## config.mk

```make
export PLATFORM = sky130hd
export DESIGN_NAME = rfsh_addr_gen
export DESIGN_NICKNAME = d
export VERILOG_FILES = /design/src/rtl/rfsh_pkg.sv /design/src/rtl/rfsh_row_counter.sv /design/src/rtl/rfsh_window.sv /design/src/rtl/rfsh_addr_gen.sv
export SDC_FILE = /design/constraint.sdc
export NUM_CORES = 1
export LEC_CHECK = 0
export BUFFER_PORTS_ARGS = -buffer_cell sky130_fd_sc_hd__clkbuf_2
export CORE_AREA = 2 2 39 41
export CTS_CLUSTER_DIAMETER = 60
export DETAILED_ROUTE_END_ITERATION = 8
export DIE_AREA = 0 0 41 43
export PLACE_DENSITY = 0.77
export SYNTH_ARGS = -nofsm -noshare
export SYNTH_HDL_FRONTEND = slang
export SYNTH_SLANG_ARGS = --single-unit
```

## constraint.sdc

```tcl
create_clock -name clk -period 1.7 [get_ports clk]
set_clock_uncertainty 0.15 [all_clocks]
set_input_delay 0.255 -clock clk [delete_from_list [all_inputs] [get_ports clk]]
set_output_delay 0.255 -clock clk [all_outputs]
set_load 0.01 [all_outputs]
```

## src/rtl/rfsh_pkg.sv

```systemverilog
package rfsh_pkg;

    typedef enum logic [2:0] {
        TS_IDLE = 3'd0,
        TS_T1   = 3'd1,
        TS_T2   = 3'd2,
        TS_T3   = 3'd3,
        TS_T4   = 3'd4
    } tstate_e;

    // True in the two clock states of a fetch that are given to refresh
    function automatic logic in_refresh_state(input logic [2:0] ts);
        return (ts == TS_T3) || (ts == TS_T4);
    endfunction

endpackage

```

## src/rtl/rfsh_row_counter.sv

```systemverilog
module rfsh_row_counter #(
    parameter int REG_BITS = 8,
    parameter int ROW_BITS = 7
) (
    input  logic                clk,
    input  logic                rst_n,
    input  logic                step,
    input  logic                load_en,
    input  logic [REG_BITS-1:0] load_val,
    output logic [REG_BITS-1:0] reg_q
);

    localparam int TOP_BITS = REG_BITS - ROW_BITS;
    localparam logic [ROW_BITS-1:0] ROW_MAX = ROW_BITS'((1 << ROW_BITS) - 1);

    typedef struct packed {
        logic [TOP_BITS-1:0] top;
        logic [ROW_BITS-1:0] row;
    } ctr_t;

    ctr_t st_d, st_q;

    always_comb begin
        st_d = st_q;
        if (load_en) begin
            st_d.top = load_val[REG_BITS-1:ROW_BITS];
            st_d.row = load_val[ROW_BITS-1:0];
        end else if (step) begin
            // Wraps by width; the upper field takes no part in counting
            st_d.row = st_q.row + 1'b1;
        end
    end

    always_ff @(posedge clk or negedge rst_n) begin
        if (!rst_n) st_q <= '0;
        else        st_q <= st_d;
    end

    assign reg_q = st_q;

    AST_ROW_STEP: assert property (@(posedge clk) disable iff (!rst_n)
        (step && !load_en) |=> (st_q.row == ROW_BITS'($past(st_q.row) + 1)));
    AST_TOP_KEPT: assert property (@(posedge clk) disable iff (!rst_n)
        (!load_en) |=> $stable(st_q.top));
    AST_ROW_WRAP: assert property (@(posedge clk) disable iff (!rst_n)
        (step && !load_en && st_q.row == ROW_MAX) |=> (st_q.row == '0));
    AST_LOAD_WINS: assert property (@(posedge clk) disable iff (!rst_n)
        load_en |=> (reg_q == $past(load_val)));
    AST_IDLE_HOLD: assert property (@(posedge clk) disable iff (!rst_n)
        (!load_en && !step) |=> $stable(reg_q));

endmodule

```

## src/rtl/rfsh_window.sv

```systemverilog
module rfsh_window
    import rfsh_pkg::*;
#(
    parameter int ROW_BITS = 7
) (
    input  logic                clk,
    input  logic                rst_n,
    input  logic                fetch_cyc,
    input  logic [2:0]          tstate,
    input  logic [ROW_BITS-1:0] row,
    output logic [ROW_BITS-1:0] addr,
    output logic                addr_oe,
    output logic                rfsh_n,
    output logic                mreq_n
);

    logic win;

    always_comb begin
        win     = fetch_cyc && in_refresh_state(tstate);
        addr_oe = win;
        rfsh_n  = !win;
        mreq_n  = !win;
        addr    = win ? row : '0;
    end

    AST_STROBES_PAIRED: assert property (@(posedge clk) disable iff (!rst_n)
        (rfsh_n == mreq_n) && (addr_oe == !rfsh_n));
    AST_EARLY_QUIET: assert property (@(posedge clk) disable iff (!rst_n)
        (tstate == TS_T1 || tstate == TS_T2 || !fetch_cyc) |-> (rfsh_n && !addr_oe));
    AST_BUS_RELEASED: assert property (@(posedge clk) disable iff (!rst_n)
        (!addr_oe) |-> (addr == '0));
    AST_ROW_ON_BUS: assert property (@(posedge clk) disable iff (!rst_n)
        addr_oe |-> (addr == row));

endmodule

```

## src/rtl/rfsh_addr_gen.sv

```systemverilog
module rfsh_addr_gen #(
    parameter int REG_BITS = 8,
    parameter int ROW_BITS = 7
) (
    input  logic                clk,
    input  logic                rst_n,
    input  logic                fetch_done,
    input  logic                fetch_cyc,
    input  logic [2:0]          tstate,
    input  logic                load_en,
    input  logic [REG_BITS-1:0] load_val,
    output logic [REG_BITS-1:0] reg_val,
    output logic [ROW_BITS-1:0] rfsh_addr,
    output logic                rfsh_addr_oe,
    output logic                rfsh_n,
    output logic                rfsh_mreq_n
);

    logic [REG_BITS-1:0] reg_q;

    rfsh_row_counter #(
        .REG_BITS(REG_BITS),
        .ROW_BITS(ROW_BITS)
    ) u_ctr (
        .clk     (clk),
        .rst_n   (rst_n),
        .step    (fetch_done),
        .load_en (load_en),
        .load_val(load_val),
        .reg_q   (reg_q)
    );

    rfsh_window #(
        .ROW_BITS(ROW_BITS)
    ) u_win (
        .clk      (clk),
        .rst_n    (rst_n),
        .fetch_cyc(fetch_cyc),
        .tstate   (tstate),
        .row      (reg_q[ROW_BITS-1:0]),
        .addr     (rfsh_addr),
        .addr_oe  (rfsh_addr_oe),
        .rfsh_n   (rfsh_n),
        .mreq_n   (rfsh_mreq_n)
    );

    assign reg_val = reg_q;

    AST_RESET_CLEAR: assert property (@(posedge clk)
        $rose(rst_n) |-> (reg_val == '0));

endmodule

```

==> metrics, run 1 <==
Seq cells post-synth 8; die height ~43 um; Final Wtd Congestion 0.646; Via density between 4 and 5; worst hold path class in -> reg; fin crit period 1.64 ns; core box area 1380 sq um; post-synthesis sequential area ratio 42.7%; Design Power 0.000508 W; nets roughly 110; crit path DAT 1.24 ns; MaxCap Viol Count 0; GRT Overall Usage 13.3%; Initial Util roughly 34%; fin area approximately 700 sq um; Rel. slew slack roughly 85%; DRT antenna net count 0; FMAX 0.609 GHz; port bufs 33; CTS clk-pin slew, worst paths ~0.050 ns; final worst setup slack 0.0580 ns; diode count 0; synth-to-layout area growth 50.1%; Leakage roughly 0.36 nW; pre-CTS WS -0.0564 ns; slowest CP cell or3b_4; layout cells sized above 1 between 40 and 50%; most used cell, CP clkbuf_2; RSZ-0062 raised after global routing yes; kind of end point of the critical path output port; die width a little over 40 um; fin. max-slew vios 0; row cnt 14; period utilization between 90 and 100%; Critical Path Max Stage Delay 0.42 ns; placed inst area about 640 sq um; IO Pins 34; DRC violations left 0; Power Density about 720 nW/um^2; global route overflow 0; Pre-antenna DRT Iters 4; CP max FO 5; slew of the pin with the lowest slew margin roughly 0.23 ns; Cell variety after synth 19; placed cells between 90 and 100; Setup Crit Path Kind in -> out; Cell Area, Synth around 470 sq um; Routed WL between 1000 and 1500 um; Final Setup Violations 0; H-Tree Depth 1; pin count of the biggest net entering global routing 13; TritonCTS clock tree done; detailed-route via count slightly below 500; first-pass GRT wire length about 1500 um; First DRT Iteration DRCs 2; worst path cell trace clkbuf_2 -> or3b_4 -> a21boi_4 -> and2_1 -> clkbuf_2; Final Non-Filler Cells around 100; total die area ~1800 sq um; syn nets between 60 and 70; vias in the first global route 385; syn_area_per_cell 9.02 sq um; outcome finished clean; CTS root buffer clkbuf_4; Num CTS Buffers 3; clock sink count 8; Mapped Cells 52; initial antenna violation count 0; CP Data Required Time 1.29 ns; Yosys warning total 0; number of flip-flops in the largest register 8; Routed WL per cell 10.3 um; worst skew pair latency approximately 0.25 ns; Critical Path Start Type input pin; VDD IR-drop max 262 uV; CTS Buffer Depth 2; final hold vios 0; Post-CTS Setup Bufs 0
[kinds of logic (layout without fill, tap and decap cells)]
logic type	count (synthesis)	after routing	synth area share, %
AOI/OAI and AO/OA	10	11	12.5
xor gates and xnor gates	4	4	7.47
adders and majority gates	1	1	2.67
buffers and inverters	4	39	4.00
DFF	8	8	42.7
muxes	2	2	4.53
and+or+nand+nor	23	23	26.1
[final timing paths]
| check | start | end | slack, ns | cells past startpoint |
|---|---|---|---|---|
| hold reg to reg | u_ctr.reg_q[7] | u_ctr.reg_q[7] | 0.36 | 1 |
| min in group asynchronous | rst_n | u_ctr.reg_q[0] | 0.23 | 2 |
| setup / recovery | tstate[0] | rfsh_addr[4] | 0.06 | 5 |
| setup reg to reg | u_ctr.reg_q[0] | u_ctr.reg_q[6] | 0.20 | 4 |
| hold / removal | load_val[1] | u_ctr.reg_q[1] | 0.07 | 3 |
| max in group asynchronous | rst_n | u_ctr.reg_q[4] | 0.99 | 2 |
[per-stage QoR]
step | hold slack (ns) | setup TNS (ns) | utilization [%]
after detailed placement | -0.0362 | -0.288 | 46.5
final | 0.0650 | 0 | 50.9
after CTS | 0.0625 | 0 | 50.4
after global placement | -0.0415 | 0 | 46.5
after global routing | 0.0685 | -0.00512 | 50.9
after floorplan | -0.191 | 0 | -
[worst max-delay path: cells and delay by family]
family	cells	cell delay, ns
compound gates	1	0.19
simple gates	2	0.57
buf+inv	2	0.22
[power breakdown]
part           total [W]  leakage, nW  switching, W  internal, W
Combinational   0.000131        0.253     0.0000662    0.0000653
Clock           0.000140       0.0138     0.0000592    0.0000804
Sequential      0.000237       0.0944     0.0000246     0.000212
Total           0.000508        0.362      0.000150     0.000358
[routing by layer]
layer	wire (um)	share of wire (%)	GRT usage (%)
met5	0	0	0
met4	14	1.3	10.0
met1	459	43	16.3
met2	498	47	19.1
met3	98	9.2	3.14
[synthesized netlist by cell type]
master    n  share of area, %
or3b_1    1               1.9
dfrtp_1   8                43
nor2_1    2               1.6
and2_1    7               9.3
xor2_1    3               5.6
a31oi_1   2               2.7
nand2_1   8               6.4
nand3b_1  1               1.6
mux2_2    1               2.4
o21ai_0   7               7.5
nand4_1   2               2.7
or3_1     2               2.7
clkbuf_1  1              0.80
inv_1     2               1.6
xnor2_1   1               1.9
buf_4     1               1.6
ha_1      1               2.7
mux2i_1   1               2.1
a21boi_2  1               2.4
[final cells by class]
class	count	area [sq um]
Multi-Input combinational cell	41	279
Tap cell	16	20.0
Fill cell	141	679
Inverter	2	7.51
Timing Repair Buffer	34	175
Clock buffer	3	22.5
Sequential cell	8	200
[layout by cell type, fill, tap and decap left out, types with 2 or more instances in the layout]
master	instances
clkbuf_2	33
nand2_1	8
dfrtp_1	8
and2_1	7
o21ai_0	7
xor2_1	3
clkbuf_4	3
a21boi_4	2
inv_1	2
nand4_1	2
or3_1	2
nor2_1	2
a31oi_1	2
[timing repair]
action                                 CTS  global route
setup endpoints to repair                7             7
endpoints found under the hold margin    8             0
resized for setup                        2             1
gates cloned                             1             0
pin swaps                                1             1
hold buffers                             1             0
No activity file was read; power rests on OpenSTA's default activity.
==> run 2: changes to the inputs <==
Clock period 1.7 ns to 2 ns, I/O delays scaled along.
==> run 2 against run 1 <==
Clock power is 15% lower; critical path type unchanged; via count is 1.4% lower; final area is 4.1% lower; core utilization is 2.1 points lower; combinational power is 19% lower; non-clock buffer count stayed put; critical path depth stayed put; power is 16% lower; die area stayed put; sequential share of layout area is 1.2 points higher.
==> metrics, run 2 (synthesis results as in run 1) <==
VDD IR-drop max 218 uV (was 262 uV); FMAX 0.546 GHz; pin count of the biggest net entering global routing 13 (unchanged); die height 43 um (unchanged); row cnt 14 (unchanged); Via density 4.71 (was 4.73); commonest non-fill, non-tap cell in the layout clkbuf_2 (unchanged); Util after Layout 48.8% (was 50.9%); Rel. slew slack 79.5% (was 84.9%); crit path DAT 1.38 ns (was 1.24 ns); total die area 1760 sq um (unchanged); core box area 1380 sq um (unchanged); global route overflow 0 (unchanged); diode count 0 (unchanged); DRC violations left 0 (unchanged); Min Hold Slack 0.110 ns (was 0.0650 ns); worst path bufs/invs 2 (unchanged); MaxCap Viol Count 0 (unchanged); initial antenna violation count 0 (unchanged); IO Pins 34 (unchanged); CP max FO 9 (was 5); layout cells sized above 1 43.7% (was 45.5%); worst path cell trace clkbuf_2 -> or3b_1 -> a21boi_2 -> and2_1 -> clkbuf_2 (was clkbuf_2 -> or3b_4 -> a21boi_4 -> and2_1 -> clkbuf_2); TritonCTS clock tree done (unchanged); CTS clk-pin slew, worst paths 0.05 ns (about the same); number of flip-flops in the largest register 8 (unchanged); H-Tree Depth 1 (unchanged); Leakage 0.349 nW (was 0.362 nW); CP Data Required Time 1.55 ns (was 1.29 ns); most frequent cells in the layout clkbuf_2, nand2_1, dfrtp_1, and2_1, o21ai_0 (unchanged); placed cells 99 (unchanged); Final Setup Violations 0 (unchanged); Final Non-Filler Cells 103 (was 104); slew of the pin with the lowest slew margin 0.306 ns (was 0.226 ns); Critical Path Start Type input pin (unchanged); CP top delay family simple AND/OR/NAND/NOR gates (unchanged); worst skew pair latency 0.25 ns (about the same); kind of end point of the critical path output port (unchanged); CTS Buffer Depth 2 (unchanged); Routed WL per cell 10.0 um (was 10.3 um); synth-to-layout area growth 44.0% (was 50.1%); GRT Overall Usage 12.9% (was 13.3%); Routed WL 1030 um (was 1070 um); setup TNS 0 ns (unchanged); pre-CTS WS 0.154 ns (was -0.0564 ns); worst hold path class in -> reg (unchanged); Setup Crit Path Kind in -> out (unchanged); DRT antenna net count 0 (unchanged); outcome finished clean (unchanged); First DRT Iteration DRCs 2 (unchanged); final worst setup slack 0.170 ns (was 0.0580 ns); fin. max-slew vios 0 (unchanged); Post-CTS Setup Bufs 0 (unchanged); slowest CP cell or3b_1 (was or3b_4); Initial Util 33.9% (unchanged); period utilization about nine tenths; Power Density 630 nW/um^2 (was 721 nW/um^2); CTS root buffer clkbuf_4 (unchanged); Final Wtd Congestion 0.646 (unchanged); clock sink count 8 (unchanged); Critical Path Max Stage Delay 0.38 ns (was 0.42 ns); port bufs 33 (unchanged); detailed-route via count 485 (was 492); fin crit period roughly 1.8 ns; first-pass GRT wire length 1490 um (was 1540 um); RSZ-0062 raised after global routing no (was yes); final hold vios 0 (unchanged); die width 41 um (unchanged); Num CTS Buffers 3 (unchanged); fill count 143 (was 141); most used cell, CP clkbuf_2 (unchanged); vias in the first global route 370 (was 385); nets 106 (was 107); Pre-antenna DRT Iters 4 (unchanged)
-- run 2: report_power, final --
group	leakage, nW	internal [W]	total, W	switching, W
Clock	0.0138	0.0000684	0.000119	0.0000503
Sequential	0.0944	0.000180	0.000201	0.0000210
Combinational	0.240	0.0000520	0.000106	0.0000537
Total	0.349	0.000300	0.000425	0.000125
-- run 2: layout make-up --
cell class | instances | area, sq um | share of cell area, %
sequential | 8 | 200 | 29.6
clock buffer | 3 | 22.5 | 3.33
inverter | 2 | 7.51 | 1.11
tap | 16 | 20.0 | 2.96
multi-input combinational | 40 | 250 | 37.0
timing repair buffer | 34 | 175 | 25.9
-- run 2: final timing paths --
| check | cells past startpoint | startpoint | to | slack [ns] |
|---|---|---|---|---|
| worst max-delay path | 5 | tstate[0] | rfsh_addr[4] | 0.17 |
| worst min-delay path | 3 | load_val[1] | u_ctr.reg_q[1] | 0.11 |
| worst max register to register | 4 | u_ctr.reg_q[0] | u_ctr.reg_q[6] | 0.50 |
| worst min register to register | 1 | u_ctr.reg_q[7] | u_ctr.reg_q[7] | 0.36 |
| max in group asynchronous | 2 | rst_n | u_ctr.reg_q[4] | 1.24 |
| min in group asynchronous | 2 | rst_n | u_ctr.reg_q[0] | 0.28 |
-- run 2: tightest hold or removal path, cell delays in order --
cell      delay, ns
clkbuf_2       0.07
nand2_1        0.04
o21ai_0        0.06
-- run 2: routing by layer --
metal  track usage, %  vias up  share of wire (%)
met5                0        -                  0
met4             10.0        0                1.4
met3             3.14        2                9.4
met2             18.1       26                 46
met1             16.0      207                 43
li1                 -      250                  -
-- run 2: metrics by stage --
| stage | cell area, sq um | power, W |
|---|---|---|
| after global routing | 676 | 0.000459 |
| final | 676 | 0.000425 |
| after global placement | 643 | 0.000306 |
| after CTS | 676 | 0.000434 |
| after detailed placement | 643 | 0.000310 |
| after floorplan | 469 | 0.000256 |
-- run 2: what timing repair did --
| action | in CTS | in global routing |
|---|---|---|
| hold endpoints to repair | 8 | 0 |
| hold buffers | 1 | 0 |
| resized for setup | 0 | 0 |
==> run 3: changes to the inputs <==
Settings changed: CELL_PAD_IN_SITES_DETAIL_PLACEMENT set to 1, CELL_PAD_IN_SITES_GLOBAL_PLACEMENT set to 1, CORE_AREA 2 2 39 41 to unset, CORE_ASPECT_RATIO set to 0.9, CORE_MARGIN set to 1.5, CORE_UTILIZATION set to 28, DIE_AREA 0 0 41 43 to unset, PLACE_DENSITY 0.77 to 0.87.
==> run 3 against run 2 <==
Clock power rose by 5%; global-route usage rose by 3.1 points; largest power group unchanged; sequential share of layout area fell by 0.33 points; largest cell class unchanged; highest routed layer is now met3.
==> metrics, run 3 (synthesis results as in run 1) <==
outcome finished clean (unchanged); Leakage 0.349 nW (unchanged); diode count 0 (unchanged); Post-CTS Setup Bufs 0 (unchanged); commonest non-fill, non-tap cell in the layout clkbuf_2 (unchanged); most frequent cells in the layout clkbuf_2, nand2_1, dfrtp_1, and2_1, o21ai_0 (unchanged); First DRT Iteration DRCs 3 (was 2); layout cells sized above 1 43.7% (unchanged); IO Pins 34 (unchanged); period utilization 93.3% (was 91.5%); clock sink count 8 (unchanged); RSZ-0062 raised after global routing no (unchanged); die height 41.8 um (was 43 um); setup TNS 0 ns (unchanged); synth-to-layout area growth 45.6% (was 44.0%); Power Density 637 nW/um^2 (was 630 nW/um^2); Pre-antenna DRT Iters 2 (was 4); row cnt 13 (was 14); first-pass GRT wire length 2200 um (was 1490 um); total die area 1930 sq um (was 1760 sq um); Setup Crit Path Kind in -> out (unchanged); slew of the pin with the lowest slew margin 0.329 ns (was 0.306 ns); CP max FO 9 (unchanged); fin. max-slew vios 0 (unchanged); crit path DAT 1.42 ns (was 1.38 ns); detailed-route via count 507 (was 485); Num CTS Buffers 3 (unchanged); worst skew pair latency 0.25 ns (about the same); DRC violations left 0 (unchanged); Final Wtd Congestion 0.714 (was 0.646); core box area 1510 sq um (was 1380 sq um); GRT Overall Usage 16.0% (was 12.9%); vias in the first global route 516 (was 370); worst hold path class in -> reg (unchanged); initial antenna violation count 0 (unchanged); CTS root buffer clkbuf_4 (unchanged); nets 106 (unchanged); HPWL Detailed between 1000 and 1500 um; CP Data Required Time 1.55 ns (about the same); Design Power 0.000435 W (was 0.000425 W); die width 46.2 um (was 41 um); fill count 192 (was 143); Routed WL 1280 um (was 1030 um); final hold vios 0 (unchanged); pre-CTS WS 0.126 ns (was 0.154 ns); Resized cells post-CTS 0 (unchanged); DRT antenna net count 0 (unchanged); fin crit period 1.87 ns (was 1.83 ns); final worst setup slack 0.134 ns (was 0.170 ns); FMAX 0.536 GHz (was 0.546 GHz); kind of end point of the critical path output port (unchanged); TritonCTS clock tree done (unchanged); Routed WL per cell 11.7 um (was 10.0 um); VDD IR-drop max 272 uV (was 218 uV); H-Tree Depth 1 (unchanged); global route overflow 0 (unchanged); number of flip-flops in the largest register 8 (unchanged); Final Setup Violations 0 (unchanged); Rel. slew slack 77.9% (was 79.5%); Via density 4.65 (was 4.71); CTS Buffer Depth 2 (unchanged); Critical Path Start Type input pin (unchanged); pin count of the biggest net entering global routing 13 (unchanged); Reg area 200 sq um (unchanged); area of the multi-input gates 250 sq um (unchanged); port bufs 33 (unchanged); CTS clk-pin slew, worst paths 0.06 ns (was 0.05 ns); Initial Util 31.0% (was 33.9%); MaxCap Viol Count 0 (unchanged)
-- run 3: final cells by class --
type | instances | share of cell area (%)
tap | 22 | 4.03
multi-input combinational | 40 | 36.6
inverter | 2 | 1.10
timing repair buffer | 34 | 25.6
sequential | 8 | 29.3
clock buffer | 3 | 3.30
-- run 3: what timing repair did --
| action | in CTS | in global routing |
|---|---|---|
| setup endpoints to repair | 0 | 0 |
| hold buffers | 1 | 0 |
| hold endpoints to repair | 8 | 0 |
-- run 3: routing by layer --
metal | up-vias | GRT usage [%] | wire (um)
met5 | - | 0 | 0
met4 | 0 | 1.71 | 0
met3 | 0 | 6.96 | 96
met2 | 26 | 28.6 | 685
met1 | 234 | 17.3 | 498
li1 | 247 | - | -
-- run 3: critical path, stage by stage --
cell and delay, ns:
clkbuf_2 0.09, or3b_1 0.38, a21boi_2 0.31, and2_1 0.19
clkbuf_2 0.13
-- run 3: report_power, final --
part / switching, W / total (W) / internal, W
logic: 0.0000555 / 0.000107 / 0.0000519
clock network: 0.0000562 / 0.000125 / 0.0000688
registers: 0.0000229 / 0.000203 / 0.000180
total: 0.000135 / 0.000435 / 0.000301
-- run 3: metrics by stage --
step / utilization [%] / instances / area (sq um) / hold slack, ns
4_1_cts: 45.2 / 109 / 683 / 0.101
3_5_place_dp: 43.0 / 105 / 651 / 0.0151
2_1_floorplan: - / 52 / 469 / -0.146
3_3_place_gp: 43.0 / 105 / 651 / 0.00679
6_report: 45.2 / 109 / 683 / 0.105
5_1_grt: 45.2 / 109 / 683 / 0.116
-- run 3: worst paths after layout --
kind	from	to	slack, ns	cells past startpoint
worst max-delay path	tstate[0]	rfsh_addr[1]	0.13	5
min in group asynchronous	rst_n	u_ctr.reg_q[4]	0.29	2
worst max register to register	u_ctr.reg_q[0]	u_ctr.reg_q[6]	0.45	4
worst min register to register	u_ctr.reg_q[7]	u_ctr.reg_q[7]	0.37	1
max in group asynchronous	rst_n	u_ctr.reg_q[0]	1.23	2
worst min-delay path	load_val[4]	u_ctr.reg_q[4]	0.10	3
